$ cat src/rtl/mac_pkg.sv
package mac_pkg;
  typedef enum logic [2:0] {
    OP_MUL32  = 3'd0,
    OP_MULU16 = 3'd1,
    OP_MULS16 = 3'd2,
    OP_DMULU  = 3'd3,
    OP_DMULS  = 3'd4,
    OP_MACL   = 3'd5,
    OP_MACW   = 3'd6,
    OP_NONE   = 3'd7
  } mac_op_e;
endpackage

$ cat src/rtl/mac_ctrl.sv
module mac_ctrl
  import mac_pkg::*;
(
  input  logic    clk_i,
  input  logic    rst_ni,
  input  logic    start_i,
  input  mac_op_e op_i,
  input  logic    sat_i,
  output logic    go_o,
  output logic    busy_o,
  output logic    done_o,
  output mac_op_e op_o,
  output logic    sat_o
);
  logic busy_q, done_q, sat_q;
  mac_op_e op_q;

  assign go_o = start_i & ~busy_q;

  always_ff @(posedge clk_i or negedge rst_ni) begin
    if (!rst_ni) begin
      busy_q <= 1'b0;
      done_q <= 1'b0;
      op_q   <= OP_NONE;
      sat_q  <= 1'b0;
    end else begin
      busy_q <= go_o;
      done_q <= busy_q;
      if (go_o) begin
        op_q  <= op_i;
        sat_q <= sat_i;
      end
    end
  end

  assign busy_o = busy_q;
  assign done_o = done_q;
  assign op_o   = op_q;
  assign sat_o  = sat_q;
endmodule

$ cat src/rtl/mac_mult.sv
module mac_mult
  import mac_pkg::*;
#(
  parameter int W = 32,
  parameter int H = W / 2
) (
  input  logic           clk_i,
  input  logic           rst_ni,
  input  logic           cap_i,
  input  mac_op_e        op_i,
  input  logic [W-1:0]   a_i,
  input  logic [W-1:0]   b_i,
  output logic [2*W-1:0] prod_o
);
  localparam int PW = 2 * W;

  logic signed [PW-1:0] ea, eb, prod_d;
  logic [PW-1:0] prod_q;

  // widen operands so one signed multiplier serves every variant
  always_comb begin
    unique case (op_i)
      OP_MULU16: begin
        ea = {{(PW-H){1'b0}}, a_i[H-1:0]};
        eb = {{(PW-H){1'b0}}, b_i[H-1:0]};
      end
      OP_MULS16, OP_MACW: begin
        ea = {{(PW-H){a_i[H-1]}}, a_i[H-1:0]};
        eb = {{(PW-H){b_i[H-1]}}, b_i[H-1:0]};
      end
      OP_DMULU: begin
        ea = {{W{1'b0}}, a_i};
        eb = {{W{1'b0}}, b_i};
      end
      default: begin
        ea = {{W{a_i[W-1]}}, a_i};
        eb = {{W{b_i[W-1]}}, b_i};
      end
    endcase
  end

  assign prod_d = ea * eb;

  always_ff @(posedge clk_i or negedge rst_ni) begin
    if (!rst_ni)    prod_q <= '0;
    else if (cap_i) prod_q <= prod_d;
  end

  assign prod_o = prod_q;
endmodule

$ cat src/rtl/mac_accum.sv
module mac_accum
  import mac_pkg::*;
#(
  parameter int W     = 32,
  parameter int SAT_W = 48
) (
  input  mac_op_e        op_i,
  input  logic           sat_i,
  input  logic [2*W-1:0] acc_i,
  input  logic [2*W-1:0] prod_i,
  output logic [2*W-1:0] acc_o
);
  localparam int PW = 2 * W;
  localparam logic signed [PW:0] LMAX = {{(PW+2-SAT_W){1'b0}}, {(SAT_W-1){1'b1}}};
  localparam logic signed [PW:0] LMIN = ~LMAX;
  localparam logic [W-1:0] WMAX = {1'b0, {(W-1){1'b1}}};
  localparam logic [W-1:0] WMIN = {1'b1, {(W-1){1'b0}}};

  // wide accumulate with clamp at SAT_W bits
  logic signed [PW:0] acc_sx, prod_sx, lsum;
  logic [SAT_W-1:0]   lclamp;
  assign acc_sx  = {{(PW+1-SAT_W){acc_i[SAT_W-1]}}, acc_i[SAT_W-1:0]};
  assign prod_sx = {prod_i[PW-1], prod_i};
  assign lsum    = acc_sx + prod_sx;
  always_comb begin
    if (lsum > LMAX)      lclamp = LMAX[SAT_W-1:0];
    else if (lsum < LMIN) lclamp = LMIN[SAT_W-1:0];
    else                  lclamp = lsum[SAT_W-1:0];
  end

  // narrow accumulate with clamp at W bits
  logic [PW-1:0] pw_ext;
  logic [W:0]    wsum;
  logic          wovf;
  assign pw_ext = {{W{prod_i[W-1]}}, prod_i[W-1:0]};
  assign wsum   = {acc_i[W-1], acc_i[W-1:0]} + {prod_i[W-1], prod_i[W-1:0]};
  assign wovf   = wsum[W] ^ wsum[W-1];

  always_comb begin
    acc_o = acc_i;
    unique case (op_i)
      OP_MUL32, OP_MULU16, OP_MULS16: acc_o = {acc_i[PW-1:W], prod_i[W-1:0]};
      OP_DMULU, OP_DMULS:             acc_o = prod_i;
      OP_MACL: begin
        if (sat_i) acc_o = {acc_i[PW-1:SAT_W], lclamp};
        else       acc_o = acc_i + prod_i;
      end
      OP_MACW: begin
        if (!sat_i)    acc_o = acc_i + pw_ext;
        else if (wovf) acc_o = {acc_i[PW-1:W+1], 1'b1, (wsum[W] ? WMIN : WMAX)};
        else           acc_o = {acc_i[PW-1:W], wsum[W-1:0]};
      end
      default: acc_o = acc_i;
    endcase
  end
endmodule

$ cat src/rtl/mac_unit.sv
module mac_unit
  import mac_pkg::*;
#(
  parameter int W     = 32,
  parameter int SAT_W = 48
) (
  input  logic         clk_i,
  input  logic         rst_ni,
  input  logic         start_i,
  input  logic [2:0]   op_i,
  input  logic [W-1:0] opa_i,
  input  logic [W-1:0] opb_i,
  input  logic         sat_i,
  output logic         busy_o,
  output logic         done_o,
  input  logic         load_hi_i,
  input  logic         load_lo_i,
  input  logic         clear_i,
  input  logic [W-1:0] load_data_i,
  output logic [W-1:0] acc_hi_o,
  output logic [W-1:0] acc_lo_o
);
  logic          go;
  mac_op_e       op_q;
  logic          sat_q;
  logic [2*W-1:0] prod, acc_nxt;
  logic [W-1:0]  hi_q, lo_q;

  mac_ctrl u_ctrl (
    .clk_i  (clk_i),
    .rst_ni (rst_ni),
    .start_i(start_i),
    .op_i   (mac_op_e'(op_i)),
    .sat_i  (sat_i),
    .go_o   (go),
    .busy_o (busy_o),
    .done_o (done_o),
    .op_o   (op_q),
    .sat_o  (sat_q)
  );

  mac_mult #(.W(W)) u_mult (
    .clk_i (clk_i),
    .rst_ni(rst_ni),
    .cap_i (go),
    .op_i  (mac_op_e'(op_i)),
    .a_i   (opa_i),
    .b_i   (opb_i),
    .prod_o(prod)
  );

  mac_accum #(.W(W), .SAT_W(SAT_W)) u_accum (
    .op_i  (op_q),
    .sat_i (sat_q),
    .acc_i ({hi_q, lo_q}),
    .prod_i(prod),
    .acc_o (acc_nxt)
  );

  // clear > word load > result write
  always_ff @(posedge clk_i or negedge rst_ni) begin
    if (!rst_ni) begin
      hi_q <= '0;
      lo_q <= '0;
    end else if (clear_i) begin
      hi_q <= '0;
      lo_q <= '0;
    end else begin
      if (load_hi_i)   hi_q <= load_data_i;
      else if (busy_o) hi_q <= acc_nxt[2*W-1:W];
      if (load_lo_i)   lo_q <= load_data_i;
      else if (busy_o) lo_q <= acc_nxt[W-1:0];
    end
  end

  assign acc_hi_o = hi_q;
  assign acc_lo_o = lo_q;
endmodule

$ cat config.mk
export PLATFORM = sky130hd
export DESIGN_NAME = mac_unit
export DESIGN_NICKNAME = d
export VERILOG_FILES = /design/src/rtl/mac_pkg.sv /design/src/rtl/mac_ctrl.sv /design/src/rtl/mac_mult.sv /design/src/rtl/mac_accum.sv /design/src/rtl/mac_unit.sv
export SDC_FILE = /design/constraint.sdc
export NUM_CORES = 2
export LEC_CHECK = 0
export ABC_AREA = 1
export ABC_CLOCK_PERIOD_IN_PS = 4200
export BUFFER_PORTS_ARGS = -buffer_cell sky130_fd_sc_hd__buf_4
export CORE_MARGIN = 2
export CORE_UTILIZATION = 40
export CTS_CLUSTER_DIAMETER = 100
export DETAILED_ROUTE_END_ITERATION = 8
export PLACE_DENSITY = 0.64
export RECOVER_POWER = 100
export SLEW_MARGIN = 20
export SYNTH_ARGS = -nofsm -noshare
export SYNTH_HDL_FRONTEND = slang
export SYNTH_SLANG_ARGS = --single-unit
$ cat constraint.sdc
create_clock -name clk_i -period 4.2 [get_ports clk_i]
set_input_delay 0.84 -clock clk_i [delete_from_list [all_inputs] [get_ports clk_i]]
set_output_delay 0.84 -clock clk_i [all_outputs]
set_load 0.05 [all_outputs]
==> metrics.md <==
| Metric | Value |
|---|---|
| RSZ-0062 raised after global routing | yes |
| Library cells used by synthesis | 58 |
| Skew-Pair Late Insertion Delay | 0.49 ns |
| Commonest non-fill, non-tap cells in the layout | inv_1 (2,126), nand2_1 (1,743), fa_1 (1,348) |
| EDFF count, synth | 0 |
| WP buf/inv | 15 |
| F_max | 105 MHz |
| Max Slew Vio Count | 100 |
| Main synth FF type | dfrtp_1 |
| Post-Layout Cell Count | 11,300 |
| Core area | 0.158 sq mm |
| DPL Wire Length | 206 mm |
| Clk slew on worst S/H paths | 0.07 ns |
| CTS Buf Count | 17 |
| Die H | 404 um |
| Slew headroom | -132% |
| Pin count of the biggest net entering global routing | 78 |
| Area grow syn2layout | 24.1% |
| Std-Cell Rows | 146 |
| Setup_tns | -257.51 ns |
| Die area | 0.163 sq mm |
| Initial core utilization | 40.3% |
| Met1 usage | 37.5% |
| Drt pass-1 iters | 6 |
| Drt drc | 0 |
| Failing checks | max-capacitance violations, max-slew violations, negative setup slack |
| TritonCTS Sinks | 134 |
| Synth top area cells | fa_1 (45%), inv_1 (13%), nand2_1 (11%) |
| Area share of the largest cell type after synthesis | 45.3% |
| Final ANT Viol Nets | 0 |
| Critical path class | in -> reg |
| Seq/Total Area, Yosys | 5.26% |
| I/O pins | 172 |
| Status | finished with violations |
| Cells after Synth | 8,245 |
| Synth async-reset ratio | 100% |
| DRT iter0 DRCs | 4,484 |
| Final Hold Vio Count | 0 |
| Worst path top cell family by delay | adder cells |
| Via density | 5.02 |
| Placed Cells incl. Taps | 11,100 |
| GRT Overall Usage | 28.6% |
| CP max stage cell | fa_1 |
| Wire per inst | 20.7 um |
| GRT overflow | 0 |
| Total Wirelength | 233 mm |
| Flops & latches, synth | 134 |
| CTS H-tree lvls | 4 |
| Max Buffers Root-to-Sink | 2 |
| Worst slew pin tran | 3.48 ns |
| Via count | 56,500 |
| Clk Tree Root Cell | clkbuf_16 |
| Port bufs | 171 |
| Crit end category | register |
| Routability Congestion | 1.01 |
| Warnings from Yosys | 0 |
| Number of fill cells | 15,000 |
| Most frequent CP cell | fa_1 |
| Die Wd | 404 um |
| Busiest layer in global routing | met2 |
| CP peak stage delay | 0.54 ns |
| Startpoint Class | primary input |
| Most common cell after layout, fill and taps aside | inv_1 |
| Initial antenna violation count | 1 |
| GRT met2 Usage | 47.8% |
| Nets@finish | 11,200 |
| First-pass GRT wire length | 353 mm |
| Global routing met3 resource utilization | 3.62% |
| CTS tree | built |
| Max Cap Viol | 2 |
| Cell taking the most area after synthesis | fa_1 |
| Syn nets | 10,200 |
| Clock skew | 0.0180 ns |
| Crit-path max FO | 7 |
| Layout cell share with drive strength beyond 1 | 19.7% |
| CP arrival | 9.90 ns |
| Synthesized area per cell | 7.75 sq um |
| # setup viols final | 60 |
| Critical Path RT | 4.55 ns |
| Min cycle time layout | 9.55 ns |
| Number of global-route vias before repair | 59,700 |
| Type of the most critical hold path | reg -> reg |
| Final worst slack | -5.35 ns |
| N_diodes | 0 |
| Crit share post-route | 227% |
| Post-Syn Area | 0.0639 sq mm |
-- tightest hold or removal path, stage by stage (launching register included) --
cell,delay [ns]
dfrtp_1,0.38
nand2_1,0.06
nand2_1,0.06
-- metal layers --
layer  up-vias  share of wire, %
met5         -            0.0043
met4         2               5.1
met3       486               6.8
met2      2170                47
met1     28100                41
li1      25800                 -
-- Yosys cell counts (6+ instances only) --
| library cell | instances |
|---|---|
| inv_1 | 2226 |
| nand2_1 | 1807 |
| fa_1 | 1444 |
| nor2_1 | 747 |
| ha_1 | 443 |
| a21oi_1 | 333 |
| clkbuf_1 | 219 |
| o21ai_0 | 217 |
| dfrtp_1 | 131 |
| nand3_1 | 113 |
| xnor2_1 | 80 |
| xor2_1 | 72 |
| nand4_1 | 41 |
| a31oi_1 | 37 |
| or2_2 | 32 |
| nand2_2 | 25 |
| buf_1 | 21 |
| clkinv_1 | 21 |
| nor3_1 | 21 |
| a21o_1 | 20 |
| inv_2 | 18 |
| o21bai_1 | 14 |
| o211ai_1 | 13 |
| o21a_1 | 13 |
| o21ai_1 | 13 |
| a211oi_1 | 12 |
| nor2_2 | 12 |
| a21boi_0 | 9 |
| and3_1 | 8 |
| buf_2 | 7 |
| buf_4 | 7 |
| nand3b_1 | 7 |
| o31ai_1 | 7 |
| nand3_2 | 6 |
| nor4_1 | 6 |
-- state kept, by name (all words and copies together) (netlist names) --
name	count
u_mult.prod_o	64
u_ctrl.op_o	3
u_ctrl.sat_o	1
u_ctrl.busy_o	1
acc_lo_o	32
u_ctrl.done_o	1
acc_hi_o	32
-- path summary, 6_finish.rpt --
check / end / slack [ns] / from / cells after the start
min in group asynchronous: u_mult.prod_o[2] / 1.54 / rst_ni / 1
setup reg to reg: acc_hi_o[5] / 0.08 / acc_hi_o[15] / 25
max in group asynchronous: acc_hi_o[22] / 0.59 / rst_ni / 2
hold / removal: acc_lo_o[3] / 0.53 / acc_lo_o[3] / 2
setup / recovery: u_mult.prod_o[62] / -5.35 / op_i[0] / 42
hold reg to reg: acc_lo_o[3] / 0.53 / acc_lo_o[3] / 2
-- cell type report --
class                   count  area, sq um  share of cell area, %
repair buffers           1173        10200                   12.9
inverters                2265         8560                   10.8
clock inverters            14          270                  0.341
well taps                2072         2590                   3.27
clock buffers              17          425                  0.537
multi-input cells        5588        53800                   67.9
repair inverters            1         7.51                0.00947
flip-flops and latches    134         3360                   4.23
-- timing repair --
item | in CTS | in global routing
pin swaps | 155 | 241
cloned | 2 | 3
endpoints found under the setup margin | 59 | 102
gates resized for setup | 423 | 408
hold endpoints to repair | 0 | 0
setup buffers | 67 | 70
hold buffers | 0 | 0
-- logic make-up (layout without fill, tap and decap cells) --
group | after synthesis | after routing | synth area share (%)
compound gates | 701 | 701 | 5.99
xor+xnor | 152 | 152 | 2.08
fa+ha+maj | 1887 | 1887 | 53.9
buf+inv | 2523 | 3470 | 14.9
flops | 134 | 134 | 5.26
simple gates | 2848 | 2848 | 17.8
-- through the flow --
step           util (%)  cell area (sq um)  worst slack [ns]  hold WS [ns]
5_1_grt            50.1              79300             -5.69         0.564
3_5_place_dp       47.2              74800             -6.30         0.517
4_1_cts            49.0              77600             -5.21         0.364
3_3_place_gp       47.2              74800             -6.20         0.513
6_report           50.1              79300             -5.35         0.533
2_1_floorplan         -              64700             -4.84         0.468
Power is left out: the tool's default activity adds up to more than one toggle a clock period on the data nets, which glitch-free logic cannot reach.
